### src/rtl/glyph_pkg.sv
package glyph_pkg;
  typedef enum logic [2:0] {
    OP_NONE    = 3'd0,
    OP_WCHAR   = 3'd1,
    OP_WACC    = 3'd2,
    OP_SETADDR = 3'd3,
    OP_SHIFT   = 3'd4,
    OP_DISP    = 3'd5
  } glyph_op_e;

  typedef struct packed {
    logic show_char;
    logic show_acc;
  } glyph_sel_t;
endpackage

### src/rtl/glyph_ptr.sv
// Start pointer that wraps modulo DEPTH; loads reject out-of-range values.
module glyph_ptr #(
  parameter int DEPTH = 48,
  parameter int AW    = $clog2(DEPTH)
) (
  input  logic          clk,
  input  logic          rst_n,
  input  logic          load_en,
  input  logic [AW-1:0] load_val,
  input  logic          inc_en,
  input  logic          dec_en,
  output logic [AW-1:0] ptr
);
  localparam logic [AW-1:0] LAST = AW'(DEPTH - 1);

  always_ff @(posedge clk or negedge rst_n) begin
    if (!rst_n) begin
      ptr <= '0;
    end else if (load_en) begin
      if (load_val <= LAST) ptr <= load_val;
    end else if (inc_en) begin
      ptr <= (ptr == LAST) ? '0 : ptr + AW'(1);
    end else if (dec_en) begin
      ptr <= (ptr == '0) ? LAST : ptr - AW'(1);
    end
  end
endmodule

### src/rtl/glyph_store.sv
// Register-file store: one write port, DIGITS combinational windowed read ports.
module glyph_store #(
  parameter int DEPTH  = 48,
  parameter int W      = 8,
  parameter int DIGITS = 12,
  parameter int AW     = $clog2(DEPTH)
) (
  input  logic                clk,
  input  logic                rst_n,
  input  logic                we,
  input  logic [AW-1:0]       waddr,
  input  logic [W-1:0]        wdata,
  input  logic [AW-1:0]       base,
  output logic [DIGITS*W-1:0] rd_flat
);
  localparam logic [AW-1:0] LAST = AW'(DEPTH - 1);
  localparam logic [AW:0]   DEP  = (AW+1)'(DEPTH);

  logic [W-1:0] mem [DEPTH];

  always_ff @(posedge clk or negedge rst_n) begin
    if (!rst_n) begin
      for (int k = 0; k < DEPTH; k++) mem[k] <= '0;
    end else if (we && (waddr <= LAST)) begin
      mem[waddr] <= wdata;
    end
  end

  for (genvar g = 0; g < DIGITS; g++) begin : g_rd
    localparam logic [AW:0] OFS = (AW+1)'(g);
    logic [AW:0] sum;
    logic [AW:0] idx;
    assign sum = {1'b0, base} + OFS;
    assign idx = (sum >= DEP) ? sum - DEP : sum;
    assign rd_flat[g*W +: W] = mem[idx[AW-1:0]];
  end
endmodule

### src/rtl/glyph_gate.sv
// Per-digit gating of character and accessory data by type select and digit mask.
module glyph_gate #(
  parameter int DIGITS = 12,
  parameter int CW     = 8,
  parameter int AWD    = 5
) (
  input  glyph_pkg::glyph_sel_t sel,
  input  logic [DIGITS-1:0]     mask,
  input  logic [DIGITS*CW-1:0]  char_flat,
  input  logic [DIGITS*AWD-1:0] acc_flat,
  output logic [DIGITS*CW-1:0]  code_flat,
  output logic [DIGITS-1:0]     char_on,
  output logic [DIGITS*AWD-1:0] acc_out
);
  for (genvar g = 0; g < DIGITS; g++) begin : g_dig
    logic c_en;
    logic a_en;
    assign c_en = sel.show_char & mask[g];
    assign a_en = sel.show_acc & mask[g];
    assign char_on[g]            = c_en;
    assign code_flat[g*CW +: CW] = c_en ? char_flat[g*CW +: CW] : '0;
    assign acc_out[g*AWD +: AWD] = a_en ? acc_flat[g*AWD +: AWD] : '0;
  end
endmodule

### src/rtl/glyph_window.sv
module glyph_window #(
  parameter  int DIGITS     = 12,
  parameter  int CHAR_DEPTH = 48,
  parameter  int CHAR_W     = 8,
  parameter  int ACC_DEPTH  = 12,
  parameter  int ACC_W      = 5,
  localparam int CAW        = $clog2(CHAR_DEPTH),
  localparam int AAW        = $clog2(ACC_DEPTH)
) (
  input  logic                     clk,
  input  logic                     rst_n,
  input  logic                     cmd_valid,
  output logic                     cmd_ready,
  input  logic [2:0]               cmd_op,
  input  logic                     cmd_inc,
  input  logic [CAW-1:0]           cmd_char_addr,
  input  logic [AAW-1:0]           cmd_acc_addr,
  input  logic [CHAR_W-1:0]        cmd_char_data,
  input  logic [ACC_W-1:0]         cmd_acc_data,
  input  logic                     cmd_sel_m,
  input  logic                     cmd_sel_a,
  input  logic                     cmd_dir_right,
  input  logic [DIGITS-1:0]        cmd_digit_mask,
  output logic [DIGITS*CHAR_W-1:0] digit_code,
  output logic [DIGITS-1:0]        digit_char_on,
  output logic [DIGITS*ACC_W-1:0]  digit_acc
);
  import glyph_pkg::*;

  glyph_op_e  op;
  logic       fire;
  logic       is_wchar, is_wacc, is_load, is_shift, is_disp;
  logic [CAW-1:0] char_ptr;
  logic [AAW-1:0] acc_ptr;
  logic [CAW-1:0] char_waddr;
  logic [AAW-1:0] acc_waddr;
  logic       char_up, char_dn, acc_up, acc_dn;
  glyph_sel_t disp_sel;
  logic [DIGITS-1:0] disp_mask;
  logic [DIGITS*CHAR_W-1:0] char_rd;
  logic [DIGITS*ACC_W-1:0]  acc_rd;
  logic       disp_m, disp_a;

  assign cmd_ready = rst_n;
  assign fire      = cmd_valid & cmd_ready;
  assign op        = glyph_op_e'(cmd_op);
  assign is_wchar  = fire & (op == OP_WCHAR);
  assign is_wacc   = fire & (op == OP_WACC);
  assign is_load   = fire & (op == OP_SETADDR);
  assign is_shift  = fire & (op == OP_SHIFT);
  assign is_disp   = fire & (op == OP_DISP);

  assign char_waddr = cmd_inc ? char_ptr : cmd_char_addr;
  assign acc_waddr  = cmd_inc ? acc_ptr  : cmd_acc_addr;

  assign char_up = (is_wchar & cmd_inc) | (is_shift & cmd_sel_m & cmd_dir_right);
  assign char_dn = is_shift & cmd_sel_m & ~cmd_dir_right;
  assign acc_up  = (is_wacc & cmd_inc) | (is_shift & cmd_sel_a & cmd_dir_right);
  assign acc_dn  = is_shift & cmd_sel_a & ~cmd_dir_right;

  glyph_ptr #(.DEPTH(CHAR_DEPTH), .AW(CAW)) u_char_ptr (
    .clk(clk), .rst_n(rst_n), .load_en(is_load), .load_val(cmd_char_addr),
    .inc_en(char_up), .dec_en(char_dn), .ptr(char_ptr)
  );

  glyph_ptr #(.DEPTH(ACC_DEPTH), .AW(AAW)) u_acc_ptr (
    .clk(clk), .rst_n(rst_n), .load_en(is_load), .load_val(cmd_acc_addr),
    .inc_en(acc_up), .dec_en(acc_dn), .ptr(acc_ptr)
  );

  glyph_store #(.DEPTH(CHAR_DEPTH), .W(CHAR_W), .DIGITS(DIGITS), .AW(CAW)) u_char_store (
    .clk(clk), .rst_n(rst_n), .we(is_wchar), .waddr(char_waddr),
    .wdata(cmd_char_data), .base(char_ptr), .rd_flat(char_rd)
  );

  glyph_store #(.DEPTH(ACC_DEPTH), .W(ACC_W), .DIGITS(DIGITS), .AW(AAW)) u_acc_store (
    .clk(clk), .rst_n(rst_n), .we(is_wacc), .waddr(acc_waddr),
    .wdata(cmd_acc_data), .base(acc_ptr), .rd_flat(acc_rd)
  );

  always_ff @(posedge clk or negedge rst_n) begin
    if (!rst_n) begin
      disp_sel  <= '0;
      disp_mask <= '0;
    end else if (is_disp) begin
      disp_sel.show_char <= cmd_sel_m;
      disp_sel.show_acc  <= cmd_sel_a;
      disp_mask          <= cmd_digit_mask;
    end
  end

  assign disp_m = disp_sel.show_char;
  assign disp_a = disp_sel.show_acc;

  glyph_gate #(.DIGITS(DIGITS), .CW(CHAR_W), .AWD(ACC_W)) u_gate (
    .sel(disp_sel), .mask(disp_mask), .char_flat(char_rd), .acc_flat(acc_rd),
    .code_flat(digit_code), .char_on(digit_char_on), .acc_out(digit_acc)
  );
endmodule

### config.mk
export PLATFORM = sky130hd
export DESIGN_NAME = glyph_window
export DESIGN_NICKNAME = d
export VERILOG_FILES = /design/src/rtl/glyph_pkg.sv /design/src/rtl/glyph_ptr.sv /design/src/rtl/glyph_store.sv /design/src/rtl/glyph_gate.sv /design/src/rtl/glyph_window.sv
export SDC_FILE = /design/constraint.sdc
export NUM_CORES = 2
export LEC_CHECK = 0
export BUFFER_PORTS_ARGS = -buffer_cell sky130_fd_sc_hd__buf_4
export CAP_MARGIN = 20
export CORE_ASPECT_RATIO = 0.8
export CORE_UTILIZATION = 55
export CTS_CLUSTER_DIAMETER = 40
export DETAILED_ROUTE_END_ITERATION = 6
export HOLD_SLACK_MARGIN = 0.08
export PLACE_DENSITY = 0.71
export REMOVE_ABC_BUFFERS = 1
export SKIP_LAST_GASP = 1
export SYNTH_ARGS = -nofsm -noshare
export SYNTH_HDL_FRONTEND = slang
export SYNTH_SLANG_ARGS = --single-unit
export TNS_END_PERCENT = 5
### constraint.sdc
create_clock -name clk -period 8.9 [get_ports clk]
set_input_delay 0.89 -clock clk [delete_from_list [all_inputs] [get_ports clk]]
set_output_delay 0.89 -clock clk [all_outputs]
set_load 0.05 [all_outputs]
==> flow_metrics.tcl <==
set metrics [dict create \
    drt_first_pass_iters 6 \
    clock_tree_from_tritoncts "yes" \
    yosysTopAreaCell "sky130_fd_sc_hd__mux4_2" \
    report.final.setup_viol 0 \
    critical_path_class "reg -> out" \
    area_share_of_the_largest_cell_type_after_synthesis_pct 32.41 \
    globalRoute.totalOverflow 0 \
    io_pins 214 \
    cp_data_arrival_time_ns 6.51 \
    timing.max_cap.violations 0 \
    synth-edff-count 0 \
    routabilityCongestion 1.102 \
    route.antenna.remaining_nets 0 \
    fraction_of_synthesis_flops_using_an_asynchronous_set_or_reset_pin_pct 100.0 \
    layout_min_cycle_time_ns 7.398 \
    number_of_violations_reported_at_the_end_of_detailed_routing_iteration_0 6136 \
    synth_most_common_cell "sky130_fd_sc_hd__mux4_2" \
    ys_warn_count 0 \
    worst_path_maximum_fanout 26 \
    postCtsSetupRepairBufs 0 \
    instance_count_of_the_mapped_netlist 3554 \
    required_ns 8.01 \
    fraction_of_final_layout_cells_sized_beyond_drive_strength_1_pct 44.27 \
    num_rows 91 \
    die_x_um 314.4 \
    largest_clock_skew_in_the_final_design_ns 0.02865 \
    finalCoreUtilization_pct 62.16 \
    post_cts_resize_count 0 \
    design_power_total_uw 16030 \
    grt_pass1_vias 32930 \
    synth_seq_cells 468 \
    post_synth.cell_area_avg_um2 12.08 \
    top_usage_layer "met1" \
    cts.reportedPaths.clkPinSlew_ns 0.06 \
    die-height_um 251.9 \
    die_area_mm2 0.07920 \
    port_buffers 213 \
    clkLatencyLatePin_ns 0.67 \
    cts_buffers 78 \
    outcome "complete, no violations" \
    sequential_share_of_the_synthesized_area_pct 27.27 \
    setup_repair_after_global_routing_missed_its_margin "false" \
    post_dp_area_mm2 0.04513 \
    power_leakage_uw 0.02029 \
    coreArea_mm2 0.07720 \
    relSlewSlack_pct 13.28 \
    netlist-cell-type-count 79 \
    ys_top_cells_by_area "sky130_fd_sc_hd__mux4_2 (32%), sky130_fd_sc_hd__dfrtp_1 (27%), sky130_fd_sc_hd__mux2_2 (14%)" \
    max-vdd-ir-drop_mv 0.4392 \
    final_hold_viol_count 0 \
    start_kind "register" \
    initial_antenna_violation_count 10 \
    layout_stage_area_growth_over_the_synthesis_result_pct 11.75 \
    worst-slew-pin-transition_ns 1.265 \
    drc 0 \
    use_met2_pct 56.82 \
    numClockSinks 468 \
    route.detailed.vias_per_inst 7.656 \
    grt_first_pass_wirelength_um 247400 \
    finalNetCount 3707 \
    ctsHtreeMaxLevel 3 \
    holdBufCountCts 0 \
    detailroute.via_count 35970 \
    start_util_pct 55.62 \
    final.period_utilization_pct 83.13 \
    grt_max_degree 169 \
    critical_path.endpoint_type "output pin" \
    postSynth.topFlopCell "sky130_fd_sc_hd__dfrtp_1" \
    finish.instance_area_mm2 0.04799 \
    maxSlewViolCount 0 \
    gr-usage-met3_pct 21.99 \
    routed_wire_length_per_instance_um 37.03 \
    path_category_of_the_worst_min_delay_check "in -> async" \
    powerDensity_mw_per_mm2 334.0 \
    setup_tns_ns 0 \
    globalRouteTotalUtil_pct 44.21 \
    syn_area_mm2 0.04294 \
    ys_top_cells_by_count "sky130_fd_sc_hd__mux4_2 (618), sky130_fd_sc_hd__mux2_2 (521), sky130_fd_sc_hd__dfrtp_1 (468), sky130_fd_sc_hd__nand2_1 (382), sky130_fd_sc_hd__mux2i_1 (211)" \
    post-dp-hpwl_um 124400 \
    grt.met1_usage_pct 61.02 \
    fmax_ghz 0.1352 \
    drt_wl_total_um 174000 \
    n_fill_cell 6050 \
    cts.root.buffer_cell "sky130_fd_sc_hd__clkbuf_16" \
    cts-root-to-sink-buffers 3 \
]
## where the power goes
group	total (uW)	internal [uW]	switching, uW
Clock	3220	1950	1270
Combinational	10200	3660	6540
Sequential	2600	2250	350
## kinds of logic after synthesis
| family | Yosys count | share of synthesized area, % |
|---|---|---|
| DFF | 468 | 27.27 |
| adders and majority gates | 59 | 1.719 |
| muxes | 1350 | 51.00 |
| xor gates and xnor gates | 45 | 0.9791 |
| buffers and inverters | 361 | 3.669 |
| and+or+nand+nor | 803 | 8.325 |
| AOI/OAI and AO/OA | 468 | 7.037 |
## registers in the layout, indices dropped and copies added (netlist names)
signal	cells
disp_a	1
disp_m	1
disp_mask	12
u_acc_ptr.ptr	4
u_acc_store.mem	60
u_char_ptr.ptr	6
u_char_store.mem	384
## per-stage QoR
step / setup slack (ns) / std cells / hold WS [ns]
global route: 1.332 / 4691 / 0.1353
detailed placement: 2.434 / 4542 / 0.5152
finish: 1.502 / 4698 / 0.1326
floorplan: -16.26 / 3246 / 0.4947
global placement: 2.542 / 4539 / 0.5099
CTS: 1.761 / 4687 / 0.1248
## final timing paths
path,from,slack (ns),to,cells after the start
setup / recovery,u_char_ptr.ptr[2]$_DFFE_PN0P_,1.50,digit_code[41],12
hold / removal,rst_n,0.13,u_char_store.mem[374]$_DFFE_PN0P_,1
setup reg to reg,u_char_ptr.ptr[0]$_DFFE_PN0P_,4.69,u_char_store.mem[127]$_DFFE_PN0P_,6
hold reg to reg,disp_mask[0]$_DFFE_PN0P_,0.53,disp_mask[0]$_DFFE_PN0P_,1
max in group asynchronous,rst_n,5.91,u_char_store.mem[234]$_DFFE_PN0P_,4
min in group clk,cmd_digit_mask[10],0.47,disp_mask[10]$_DFFE_PN0P_,2
## cell type report
cell class | instances | area (um2) | share of cell area [%]
antenna | 7 | 17.52 | 0.03650
clock buffer | 85 | 2051 | 4.274
clock inverter | 60 | 716.9 | 1.494
inverter | 53 | 200.2 | 0.4172
multi-input combinational | 2725 | 29790 | 62.09
sequential | 468 | 11730 | 24.44
tap | 1023 | 1280 | 2.667
timing repair buffer | 277 | 2197 | 4.579
## worst max-delay path, stage by stage (launching register included)
cell and delay (ns):
sky130_fd_sc_hd__dfrtp_4 0.72, sky130_fd_sc_hd__buf_4 0.57, sky130_fd_sc_hd__ha_1 0.64, sky130_fd_sc_hd__a21oi_1 0.26, sky130_fd_sc_hd__xnor2_1 0.23, sky130_fd_sc_hd__ha_1 0.19, sky130_fd_sc_hd__nand3_1 0.07, sky130_fd_sc_hd__o21ai_0 0.39
sky130_fd_sc_hd__a211oi_1 0.17, sky130_fd_sc_hd__a21oi_2 0.85, sky130_fd_sc_hd__nor2b_1 1.10, sky130_fd_sc_hd__a32o_1 0.40, sky130_fd_sc_hd__buf_4 0.23
## layer usage
metal  vias to the layer above  share of wire (%)
met2                      3006                 40
met4                         4                6.2
met3                       523                 17
met5                         -              0.012
met1                     18320                 37
li1                      14110                  -
## cell usage in the layout (no fill, tap or decap), drive strengths merged, types with 26 or more instances in the layout
master and instances:
mux4 618, mux2 521, dfrtp 468, nand2 382
buf 276, nor2 212, mux2i 211, a21oi 145
clkbuf 86, o21ai 77, inv 70, ha 59
nor2b 50, o22ai 45, nand3 42, xnor2 41
a31oi 28, o211ai 26, a22oi 26
No activity file was read; power rests on OpenSTA's default activity.
